**config.mk**
```make
export PLATFORM = sky130hd
export DESIGN_NAME = cache_id_regs
export DESIGN_NICKNAME = d
export VERILOG_FILES = /design/src/rtl/cid_pkg.sv /design/src/rtl/cid_decode.sv /design/src/rtl/cid_sel_bank.sv /design/src/rtl/cid_size_mux.sv /design/src/rtl/cache_id_regs.sv
export SDC_FILE = /design/constraint.sdc
export NUM_CORES = 1
export LEC_CHECK = 0
export BUFFER_PORTS_ARGS = -buffer_cell sky130_fd_sc_hd__buf_2
export CAP_MARGIN = 20
export CORE_MARGIN = 2
export CORE_UTILIZATION = 32
export DETAILED_ROUTE_END_ITERATION = 16
export PLACE_DENSITY = 0.69
export SLEW_MARGIN = 20
export SYNTH_ARGS = -nofsm -noshare
export SYNTH_HDL_FRONTEND = slang
export SYNTH_SLANG_ARGS = --single-unit
```
**constraint.sdc**
```tcl
create_clock -name clk_i -period 1.5 [get_ports clk_i]
set_input_delay 0.3 -clock clk_i [delete_from_list [all_inputs] [get_ports clk_i]]
set_output_delay 0.3 -clock clk_i [all_outputs]
set_load 0.05 [all_outputs]
```
**src/rtl/cid_pkg.sv**
```systemverilog
package cid_pkg;
  localparam int SEL_W  = 4;
  localparam int N_BANK = 2;
  localparam int DATA_W = 32;

  typedef logic [SEL_W-1:0] sel_t;

  typedef enum logic [2:0] {
    REG_NONE,
    REG_LEVEL,
    REG_TYPE,
    REG_SIZE,
    REG_SEL
  } cid_reg_e;
endpackage

```
**src/rtl/cid_decode.sv**
```systemverilog
module cid_decode
  import cid_pkg::*;
#(
  parameter int ADDR_W = 12,
  parameter logic [ADDR_W-1:0] OFF_LEVEL = 12'hD78,
  parameter logic [ADDR_W-1:0] OFF_TYPE  = 12'hD7C,
  parameter logic [ADDR_W-1:0] OFF_SIZE  = 12'hD80,
  parameter logic [ADDR_W-1:0] OFF_SEL   = 12'hD84
) (
  input  logic [ADDR_W-1:0] addr_i,
  output cid_reg_e          hit_o
);
  always_comb begin
    unique case (addr_i)
      OFF_LEVEL: hit_o = REG_LEVEL;
      OFF_TYPE:  hit_o = REG_TYPE;
      OFF_SIZE:  hit_o = REG_SIZE;
      OFF_SEL:   hit_o = REG_SEL;
      default:   hit_o = REG_NONE;
    endcase
  end
endmodule

```
**src/rtl/cid_sel_bank.sv**
```systemverilog
module cid_sel_bank
  import cid_pkg::*;
(
  input  logic clk_i,
  input  logic rst_ni,
  input  logic wr_en_i,
  input  logic bank_i,
  input  sel_t wdata_i,
  input  logic caches_i,
  output sel_t sel_o
);
  logic [N_BANK-1:0][SEL_W-1:0] sel_q;

  for (genvar b = 0; b < N_BANK; b++) begin : g_bank
    always_ff @(posedge clk_i or negedge rst_ni) begin
      if (!rst_ni)                                   sel_q[b] <= '0;
      else if (wr_en_i && caches_i && (bank_i == b)) sel_q[b] <= wdata_i;
    end

    // other security state's copy untouched
    p_bank_isolated_r4: assert property (@(posedge clk_i) disable iff (!rst_ni)
      (wr_en_i && (bank_i != b)) |=> $stable(sel_q[b]));

    p_nocache_hold_r6: assert property (@(posedge clk_i) disable iff (!rst_ni)
      !caches_i |=> $stable(sel_q[b]));
  end

  assign sel_o = caches_i ? sel_q[bank_i] : '0;

  p_bank_write_r4: assert property (@(posedge clk_i) disable iff (!rst_ni)
    (wr_en_i && caches_i) |=> (sel_q[$past(bank_i)] == $past(wdata_i)));
endmodule

```
**src/rtl/cid_size_mux.sv**
```systemverilog
module cid_size_mux
  import cid_pkg::*;
#(
  parameter int N_SIZE = 4,
  parameter logic [N_SIZE*DATA_W-1:0] SIZE_VALS = '0
) (
  input  sel_t              idx_i,
  output logic [DATA_W-1:0] word_o
);
  localparam int LVL_W = SEL_W - 1;

  logic [DATA_W-1:0] entry [N_SIZE];
  for (genvar i = 0; i < N_SIZE; i++) begin : g_entry
    assign entry[i] = SIZE_VALS[i*DATA_W +: DATA_W];
  end

  logic lvl_bad;
  assign lvl_bad = &idx_i[SEL_W-1:1];

  always_comb begin
    word_o = '0;
    for (int i = 0; i < N_SIZE; i++) begin
      if (!lvl_bad && (int'(idx_i) == i)) word_o = entry[i];
    end
  end

  initial assert (LVL_W == 3);
endmodule

```
**src/rtl/cache_id_regs.sv**
```systemverilog
module cache_id_regs
  import cid_pkg::*;
#(
  parameter int ADDR_W = 12,
  parameter logic [DATA_W-1:0] LEVEL_ID_VAL = 32'h0000_0023,
  parameter logic [DATA_W-1:0] TYPE_VAL     = 32'h8303_C003,
  parameter int N_SIZE = 4,
  parameter logic [N_SIZE*DATA_W-1:0] SIZE_VALS =
    {32'hF007_E01A, 32'hF003_E019, 32'hF01F_E01A, 32'hF00F_E019}
) (
  input  logic              clk_i,
  input  logic              rst_ni,
  input  logic [ADDR_W-1:0] addr_i,
  input  logic              rd_i,
  input  logic              wr_i,
  input  logic [31:0]       wdata_i,
  input  logic              secure_i,
  output logic [31:0]       rdata_o
);
  localparam logic [ADDR_W-1:0] OFF_LEVEL = ADDR_W'(12'hD78);
  localparam logic [ADDR_W-1:0] OFF_TYPE  = ADDR_W'(12'hD7C);
  localparam logic [ADDR_W-1:0] OFF_SIZE  = ADDR_W'(12'hD80);
  localparam logic [ADDR_W-1:0] OFF_SEL   = ADDR_W'(12'hD84);
  localparam logic CACHES = |LEVEL_ID_VAL[20:0];

  cid_reg_e          hit;
  sel_t              sel_cur;
  logic [DATA_W-1:0] size_word;
  logic [DATA_W-1:0] rd_mux;

  cid_decode #(
    .ADDR_W(ADDR_W), .OFF_LEVEL(OFF_LEVEL), .OFF_TYPE(OFF_TYPE),
    .OFF_SIZE(OFF_SIZE), .OFF_SEL(OFF_SEL)
  ) u_dec (
    .addr_i(addr_i),
    .hit_o (hit)
  );

  cid_sel_bank u_sel (
    .clk_i   (clk_i),
    .rst_ni  (rst_ni),
    .wr_en_i (wr_i && (hit == REG_SEL)),
    .bank_i  (secure_i),
    .wdata_i (wdata_i[SEL_W-1:0]),
    .caches_i(CACHES),
    .sel_o   (sel_cur)
  );

  cid_size_mux #(.N_SIZE(N_SIZE), .SIZE_VALS(SIZE_VALS)) u_size (
    .idx_i (sel_cur),
    .word_o(size_word)
  );

  always_comb begin
    unique case (hit)
      REG_LEVEL: rd_mux = LEVEL_ID_VAL;
      REG_TYPE:  rd_mux = TYPE_VAL;
      REG_SIZE:  rd_mux = size_word;
      REG_SEL:   rd_mux = {{(DATA_W-SEL_W){1'b0}}, sel_cur};
      default:   rd_mux = '0;
    endcase
  end

  always_ff @(posedge clk_i or negedge rst_ni) begin
    if (!rst_ni)   rdata_o <= '0;
    else if (rd_i) rdata_o <= rd_mux;
    else           rdata_o <= '0;
  end

  p_idle_zero_r9: assert property (@(posedge clk_i) disable iff (!rst_ni)
    !rd_i |=> (rdata_o == '0));
  p_level_fixed_r1: assert property (@(posedge clk_i) disable iff (!rst_ni)
    (rd_i && addr_i == OFF_LEVEL) |=> (rdata_o == LEVEL_ID_VAL));
  p_type_fixed_r2: assert property (@(posedge clk_i) disable iff (!rst_ni)
    (rd_i && addr_i == OFF_TYPE) |=> (rdata_o == TYPE_VAL));
  p_sel_upper_zero_r5: assert property (@(posedge clk_i) disable iff (!rst_ni)
    (rd_i && addr_i == OFF_SEL) |=> (rdata_o[31:SEL_W] == '0));
  p_size_invalid_r7: assert property (@(posedge clk_i) disable iff (!rst_ni)
    (rd_i && addr_i == OFF_SIZE && (int'(sel_cur) >= N_SIZE || &sel_cur[3:1]))
      |=> (rdata_o == '0));
endmodule

```
== Yosys cells after proc, flatten, opt, wreduce, memory -nomap -nowiden ==
Index checks and enable logic that the tools add are counted.

* Bits of input ports: 49
* Word-level logic and storage cells: 35
* Bits in registers: 40

* Bitwise operators: 1
* Eq/ne operators: 11
* Mux-type cells: 9
* Reduce and logical (&&, ||, !) cells: 10
* $lt $le $gt $ge: 1

{| class="wikitable"
|+ Operator list
! kind !! count
|-
| 2-to-1 mux 32 bit || 5
|-
| case mux 32 bit (4 select lines) || 1
|-
| == test 12 bit, second input constant || 4
|-
| case mux 3 bit (4 select lines) || 1
|-
| == test 4 x 3 -> 1 bit, second input constant || 2
|-
| 2-to-1 mux 4 bit || 2
|-
| logical AND 1 bit || 7
|-
| == test 3 x 2 -> 1 bit, second input constant || 2
|-
| == test 4 x 2 -> 1 bit, second input constant || 1
|-
| zero test 4 bit || 1
|-
| == test 3 x 1 -> 1 bit, second input constant || 1
|-
| == test 3 bit, second input constant || 1
|-
| AND reduction 3 bit || 1
|-
| < comparator 1 x 2 -> 1 bit, second input constant || 1
|-
| zero test 1 bit || 1
|-
| NOT 1 bit || 1
|}

== Depth between registers and ports, before layout ==
Gate-level depths: netlist of run 1.

* Depth in word-level cells: 11
* Gate-level depth with buffers: 5
* Mapped depth without buffers: 4

== Modules after synthesis ==
Synthesis of run 1 repeated with hierarchy kept, for this count alone.

* Cells, all modules: 163
* Area total of the unflattened synthesis: 1928.1 um^2

{| class="wikitable"
|+ By module, submodules not included
! module !! area each (um^2) !! times used !! cells an instance
|-
| cache_id_regs || 1178.6 || 1 || 91
|-
| cid_sel_bank || 434.2 || 1 || 27
|-
| cid_size_mux || 240.2 || 1 || 34
|-
| cid_decode || 75.1 || 1 || 11
|}

== Least setup slack after synthesis of run 1 ==
No wires, ideal clock.

* Path kind: in2reg
* Start point: input port addr_i[1]
* End point: register u_sel.sel_q[0] (netlist bit)
* Arrival time: 1412 ps
* Stages: 4
* Path buffers: 0
* Slack: -37 ps
* Library setup time: 125 ps
* Path through: nor4b_1 > and3_2 > and4b_2 > mux2_2

* Longest elaborated chain between the ends: 5
* Elaborated cells on any way between the ends: 8

{| class="wikitable"
|+ Ends and longest elaborated chain
! what !! line !! RTL
|-
| start: declaration || cache_id_regs.sv:13 || <nowiki>input logic [ADDR_W-1:0] addr_i,</nowiki>
|-
| == test 12 bit || cid_decode.sv:14 || <nowiki>unique case (addr_i)</nowiki>
|-
| case mux 3 bit (4 select lines) * || cid_decode.sv:14 ||
|-
| == test 3 bit * || cache_id_regs.sv:42 || <nowiki>.wr_en_i (wr_i && (hit == REG_SEL)),</nowiki>
|-
| logical AND 1 bit * || cache_id_regs.sv:42 ||
|-
| logical AND 1 bit * || cid_sel_bank.sv:17 || <nowiki>else if (wr_en_i && caches_i && (bank_i == b)) sel_q[b] <= wdata_i;</nowiki>
|-
| end signal: indexed assignment || cid_sel_bank.sv:17 ||
|-
| end: declaration || cid_sel_bank.sv:12 || <nowiki>logic [N_BANK-1:0][SEL_W-1:0] sel_q;</nowiki>
|}

Every way passes the cells marked *; elsewhere a longest branch is shown, timed or not.
A chain may end at the register's enable or synchronous reset.

== Final worst setup path of run 1 ==
* Start point: register u_sel.sel_q[6] (netlist bit)
* End point: register rdata_o[20]

* Longest elaborated chain between the ends: 10
* Elaborated cells on any way between the ends: 15

{| class="wikitable"
|+ Ends and longest elaborated chain
! what !! line !! RTL
|-
| 2-to-1 mux 4 bit (not written as such) * (2 in series) || cid_sel_bank.sv:28 || <nowiki>assign sel_o = caches_i ? sel_q[bank_i] : '0;</nowiki>
|-
| AND reduction 3 bit || cid_size_mux.sv:18 || <nowiki>assign lvl_bad = &idx_i[SEL_W-1:1];</nowiki>
|-
| zero test 1 bit || cid_size_mux.sv:23 || <nowiki>if (!lvl_bad && (int'(idx_i) == i)) word_o = entry[i];</nowiki>
|-
| logical AND 1 bit || cid_size_mux.sv:23 ||
|-
| 2-to-1 mux 32 bit (2 in series) || cid_size_mux.sv:23 ||
|-
| 2-to-1 mux 32 bit * || cid_size_mux.sv:23 ||
|-
| case mux 32 bit (4 select lines) * || cache_id_regs.sv:55 || <nowiki>unique case (hit)</nowiki>
|-
| 2-to-1 mux 32 bit * || cache_id_regs.sv:66 || <nowiki>else if (rd_i) rdata_o <= rd_mux;</nowiki>
|-
| end signal: assignment || cache_id_regs.sv:66 ||
|-
| end: declaration || cache_id_regs.sv:18 || <nowiki>output logic [31:0] rdata_o</nowiki>
|}

Every way passes the cells marked *; elsewhere a longest branch is shown, timed or not. The select of a mux whose other input is x is not followed.

==> results.txt, run 1 <==
PortBufs: 40
CP Class: reg -> reg
Global-route wire length before repair: 3230 µm
Area growth syn-to-layout: 22.8%
Fin nets: 187
Fin crit share: 0.938
Final ANT Viol Nets: 0
HP Class: in -> reg
Setup Viol. Count Final: 0
Vias per cell: 4.39
Top Ports: 81
Setup TNS: 0 ns
All-Layer GR Usage: 0.118
Layout cells sized above 1: 0.518
Fmax: 711 MHz
Number of synthesis warnings: 0
Max-cap violations: 0
Core ar.: 3080 µm²
Routed WL per cell: 10.4 µm
Synth unique cells: 33
Worst IR Drop VDD: 0.373 mV
Pwr Density: 708 nW/µm²
Total wire length: 1880 µm
Final estimated routing congestion in global placement: 0.803
Detailed placer's ending HPWL: 1590 µm
Mapped Avg Cell Area: 11.0 µm²
N_diodes: 0
Clock sink total: 19
EDFF count, synth: 0
Fin Hold WS: 0.252 ns
Synth Cell Area: 1050 µm²
CP Launch Type: flop
Synth top area cells: dfrtp_1, buf_4, mux2_2, a21oi_1, nor4_4
Vias post-DR: 794
CTS tree: done
Status: finished clean
Filler Cells Inserted: 311
Setup WS pre-CTS: -0.210 ns
Reg clk slew, reported paths: 0.09 ns
H-tree Lvls: 1
Synth top area share: 0.453
Max FO, Critical Path: 4
Worst-Skew Late Latency: 0.29 ns
DRT iter0 DRCs: 6
Sequential area share after synthesis: 0.453
Setup WS post-layout: 0.0929 ns
Leakage: 0.709 nW
Root Buffer: clkbuf_4
CP Capture Type: flop
Pin count of the biggest net entering global routing: 20
Starting density of the core: 0.341
Hold depth: 2
Fin. max-slew vios: 0
Initial DRT Pass Iterations: 2
Post-synthesis instance total: 95
Die area: 3750 µm²
Drc violations: 0
Seq cells post-synth: 19
Die width: 61.2 µm
Total CTS buffers: 3
Max Root-Sink Buffers: 2
Critical Path AT: 1.63 ns
Worst endpoint required time: 1.72 ns
Cell taking the most area after synthesis: dfrtp_1
Tmin final: 1.41 ns
Row Count: 20
Power after layout: 0.911 mW
Gr ovfl total: 0
R2r worst-path depth: 4
Number of global-route vias before repair: 815
RSZ-0062 raised after global routing: true
Share of synthesized registers carrying an async set or reset: 1.00
Final Hold Fails: 0
Ys flop type: dfrtp_1
Die Height: 61.2 µm
Placed Cells incl. Taps: 176
Initial antenna violation count: 0
Finished Layout Cells: 181
Setup Skew: 0.00199 ns
-- worst max-delay path: stages, from the launching register on --
cell and delay [ns]:
dfrtp_1 0.39, or4b_4 0.53, nand2_1 0.13, nand3_2 0.12
nor3_2 0.17
-- registers in the layout (all words and copies together) (netlist names) --
signal       count
u_sel.sel_q      8
rdata_o         11
-- metrics by stage --
stage	utilization	instance area (µm²)
after floorplan	-	1100
after global placement	0.405	1250
after detailed placement	0.405	1250
after CTS	0.417	1280
after global routing	0.418	1290
final	0.418	1290
-- cells in the mapped netlist, drive strengths merged, types with 2 or more instances --
master  instances
mux2i           2
buf            22
o21ai           2
mux2            9
and4            2
and3            2
nor2            3
nand2           4
dfrtp          19
nand4           2
a21oi           5
nor2b           2
nor3            5
a211oi          2
-- logic make-up after synthesis --
family | Yosys count | synth area share
and+or+nand+nor | 29 | 0.197
AOI/OAI and AO/OA | 11 | 0.0620
muxes | 11 | 0.116
buffers and inverters | 24 | 0.168
DFF | 19 | 0.453
other | 1 | 0.00358
-- area by class of cell --
| class | count | area [µm²] | area share |
|---|---|---|---|
| Clock buffer | 3 | 22.5 | 0.0175 |
| Inverter | 1 | 3.75 | 0.00292 |
| Sequential cell | 19 | 475 | 0.369 |
| Multi-Input combinational cell | 63 | 448 | 0.348 |
| Clock inverter | 1 | 5.00 | 0.00389 |
| Timing Repair Buffer | 50 | 278 | 0.216 |
| Tap cell | 44 | 55.1 | 0.0428 |
-- power by group --
part	switching, mW	internal, mW	total (mW)
Sequential	0.000333	0.512	0.513
Clock	0.142	0.0994	0.241
Combinational	0.111	0.0461	0.157
Total	0.253	0.658	0.911
-- what timing repair did --
item                                    CTS  global route
hold buffers                              1             0
endpoints found under the setup margin    0             5
resized for setup                         0             1
buffers inserted                          0             0
hold endpoints to repair                 19             0
-- cells in the final DEF (no fill, tap or decap), drive strengths merged, types with 2 or more instances in the layout --
master	n
a21oi	5
and3	2
clkbuf	3
nand2	4
mux2	9
nand4	2
conb	12
dfrtp	19
o21ai	2
buf	49
nor2	3
and4	2
nor3	5
nor2b	2
mux2i	2
a211oi	2
-- routing by layer --
layer,GRT usage,vias to the layer above,wire (µm)
li1,-,388,-
met1,0.109,366,709
met2,0.214,38,983
met3,0.0567,2,173
met4,0.0559,0,10
met5,0,-,0
-- final timing paths --
path                       slack [ns]                        from                    endpoint
setup reg to reg                 0.09  u_sel.sel_q[6]$_DFFE_PN0P_       rdata_o[20]$_DFF_PN0_
setup / recovery                 0.09  u_sel.sel_q[6]$_DFFE_PN0P_       rdata_o[20]$_DFF_PN0_
hold / removal                   0.25                  wdata_i[3]  u_sel.sel_q[7]$_DFFE_PN0P_
min in group asynchronous        0.46                      rst_ni        rdata_o[1]$_DFF_PN0_
max in group asynchronous        0.76                      rst_ni  u_sel.sel_q[7]$_DFFE_PN0P_
hold reg to reg                  0.51  u_sel.sel_q[1]$_DFFE_PN0P_  u_sel.sel_q[1]$_DFFE_PN0P_
Power figures use the tool's default switching activity.
==> run 2: changes to the inputs <==
- ABC_AREA: default -> 1
==> results.txt, run 2 <==
Status: finished clean (unchanged)
Commonest non-fill, non-tap cell in the layout: nand2_1 (was buf_2)
Vias per cell: 3.99 (was 4.39)
Drc violations: 0 (unchanged)
Cell count along the critical path: 1 (was 4)
Fin. max-slew vios: 0 (unchanged)
Total CTS buffers: 3 (unchanged)
Ys flop type: dfrtp_1 (unchanged)
Max reg flops: 11 (unchanged)
CTS resizes: 0 (unchanged)
Detailed placer's ending HPWL: 1540 µm (was 1590 µm)
DP Area: 1250 µm² (about the same)
Initial DRT Pass Iterations: 6 (was 2)
Die Height: 62.6 µm (was 61.2 µm)
Pin count of the biggest net entering global routing: 20 (unchanged)
CTS tree: done (unchanged)
Top cells by count, synth: nand2_1, buf_4, dfrtp_1 (was buf_4, dfrtp_1, mux2_2)
Cell taking the most area after synthesis: dfrtp_1 (unchanged)
Share of synthesized registers carrying an async set or reset: 1.00 (unchanged)
Flop-to-flop setup slack: 0.32 ns (was 0.09 ns)
HP Class: in -> reg (unchanged)
Max Root-Sink Buffers: 2 (unchanged)
Synth Cell Area: 1100 µm² (was 1050 µm²)
Setup WS pre-CTS: 0.0538 ns (was -0.210 ns)
Final Hold Fails: 0 (unchanged)
Leakage: 0.850 nW (was 0.709 nW)
Starting density of the core: 0.331 (was 0.341)
Number of synthesis warnings: 0 (unchanged)
Setup Viol. Count Final: 0 (unchanged)
Area growth syn-to-layout: 17.6% (was 22.8%)
All-Layer GR Usage: 0.105 (was 0.118)
R2r worst-path depth: 7 (was 4)
Post-synthesis instance total: 151 (was 95)
Initial antenna violation count: 0 (unchanged)
Sequential area share after synthesis: 0.433 (was 0.453)
Row Count: 21 (was 20)
Tmin final: 1.26 ns (was 1.41 ns)
Synth top area cells: dfrtp_1, nand2_1, buf_4, inv_1, nor2_1 (was dfrtp_1, buf_4, mux2_2, a21oi_1, nor4_4)
Slowest cell on crit path: dfrtp_1 (was or4b_4)
Root Buffer: clkbuf_4 (unchanged)
Synth unique cells: 20 (was 33)
Grt met1 use: 0.116 (was 0.109)
Largest register by flop count: rdata_o (unchanged)
Fin nets: 238 (was 187)
Reg clk slew, reported paths: 0.10 ns (was 0.09 ns)
Gr ovfl total: 0 (unchanged)
Synth top area share: 0.433 (was 0.453)
Total wire length: 1900 µm (was 1880 µm)
RSZ-0062 raised after global routing: false (was true)
Critical Path AT: 0.96 ns (was 1.63 ns)
Post-CTS Setup Inserts: 0 (unchanged)
DRT iter0 DRCs: 24 (was 6)
Seq cells post-synth: 19 (unchanged)
Clock sink total: 19 (unchanged)
Core ar.: 3310 µm² (was 3080 µm²)
Fin Hold WS: 0.214 ns (was 0.252 ns)
Filler Cells Inserted: 370 (was 311)
PortBufs: 40 (unchanged)
Vias post-DR: 933 (was 794)
Largest regs: rdata_o: 11 flops, u_sel.sel_q: 8 flops (unchanged)
Global-route wire length before repair: 3300 µm (was 3230 µm)
Setup WS post-layout: 0.240 ns (was 0.0929 ns)
CP cell instances: buf_2 (was or4b_4 > nand2_1 > nand3_2 > nor3_2)
Most common cell in the netlist: nand2_1 (was buf_4)
EDFF count, synth: 0 (unchanged)
Worst-Skew Late Latency: 0.29 ns (about the same)
Met2 Use GR: 0.190 (was 0.214)
Met3 Use GR: 0.0216 (was 0.0567)
Busiest grt layer: met2 (unchanged)
H-tree Lvls: 1 (unchanged)
Top Ports: 81 (unchanged)
Max FO, Critical Path: 5 (was 4)
Post-route cell area: 1290 µm² (about the same)
Layout cells sized above 1: 0.271 (was 0.518)
Crit path buffers/inverters: 1 (was 0)
CP endpoint: rdata_o[16] (was rdata_o[20]$_DFF_PN0_)
Routed WL per cell: 8.12 µm (was 10.4 µm)
Worst reg2reg endpoint: rdata_o[1]$_DFF_PN0_ (was rdata_o[20]$_DFF_PN0_)
Setup Skew: 0.00353 ns (was 0.00199 ns)
Slowest stage delay, CP: 0.39 ns (was 0.53 ns)
CP Launch Type: flop (unchanged)
Pwr Density: 698 nW/µm² (was 708 nW/µm²)
CP Capture Type: output port (was flop)
Final ANT Viol Nets: 0 (unchanged)
Most frequent cells in the layout: nand2_1, buf_2, dfrtp_1 (was buf_2, dfrtp_1, conb_1)
RR Startpoint: u_sel.sel_q[4]$_DFFE_PN0P_ (was u_sel.sel_q[6]$_DFFE_PN0P_)
CP delay by family, top: flip-flops (was simple AND/OR/NAND/NOR gates)
Worst endpoint required time: 1.20 ns (was 1.72 ns)
N_diodes: 0 (unchanged)
Number of global-route vias before repair: 846 (was 815)
Setup TNS: 0 ns (unchanged)
Die width: 62.6 µm (was 61.2 µm)
CP Class: reg -> out (was reg -> reg)
Max-cap violations: 0 (unchanged)
Die area: 3910 µm² (was 3750 µm²)
Worst IR Drop VDD: 0.219 mV (was 0.373 mV)
Fin crit share: 0.840 (was 0.938)
Fmax: 794 MHz (was 711 MHz)
Mapped Avg Cell Area: 7.27 µm² (was 11.0 µm²)
Final estimated routing congestion in global placement: 0.737 (was 0.803)
Crit path launch: rdata_o[17]$_DFF_PN0_ (was u_sel.sel_q[6]$_DFFE_PN0P_)
[run 2: cell types whose count changed after synthesis, sizes merged, moves of 2 or more]
cell / delta
nand2: +53
inv: +18
nor2: +11
mux2: -9
nand3: +7
nor3: -4
a211oi: -2
and3: -2
and4: -2
mux2i: -2
nor2b: -2
[run 2: final cells by class]
type	instances	area [µm²]	share of cell area
inverter	20	76.3	0.0592
clock buffer	4	26.3	0.0204
sequential	19	475	0.369
timing repair buffer	43	225	0.175
tap	46	57.6	0.0446
multi-input combinational	102	429	0.333
[run 2: cells by family (layout without fill, tap and decap cells)]
group	count (synthesis)	count (layout)	synth area share
DFF	19	19	0.433
buffers and inverters	41	67	0.213
other	1	12	0.00342
AOI/OAI and AO/OA	7	7	0.0331
and+or+nand+nor	83	83	0.317
[run 2: repair_timing]
action | 4_1_cts | 5_1_grt
hold endpoints to repair | 19 | 0
setup endpoints to repair | 0 | 0
hold buffers | 1 | 0
[run 2: how the worst min path moves through the flow]
stage,start,end,slack [ns],cells after the start
5_1_grt,wdata_i[0],u_sel.sel_q[4]$_DFFE_PN0P_,0.21,3
4_1_cts,wdata_i[3],u_sel.sel_q[7]$_DFFE_PN0P_,0.21,3
3_3_place_gp,rst_ni,rdata_o[2]$_DFF_PN0_,0.25,1
6_report,wdata_i[3],u_sel.sel_q[7]$_DFFE_PN0P_,0.21,3
2_1_floorplan,rst_ni,rdata_o[0]$_DFF_PN0_,0.004,0
3_5_place_dp,rst_ni,rdata_o[2]$_DFF_PN0_,0.25,1
[run 2: layer usage]
metal  part of all wire  wire (µm)
met1               0.44        837
met2               0.49        930
met3              0.053        101
met4              0.016         31
met5                  0          0
[run 2: through the flow]
stage / power [mW] / instances / utilization
detailed placement: 0.658 / 229 / 0.379
floorplan: 0.636 / 162 / -
CTS: 0.906 / 234 / 0.390
finish: 0.900 / 234 / 0.390
global placement: 0.656 / 229 / 0.379
global route: 0.945 / 234 / 0.390
[run 2: where the power goes]
| group | total (mW) | internal, mW | switching (mW) |
|---|---|---|---|
| clock network | 0.251 | 0.103 | 0.147 |
| registers | 0.513 | 0.512 | 0.000252 |
| logic | 0.137 | 0.0286 | 0.108 |
| total | 0.900 | 0.644 | 0.256 |
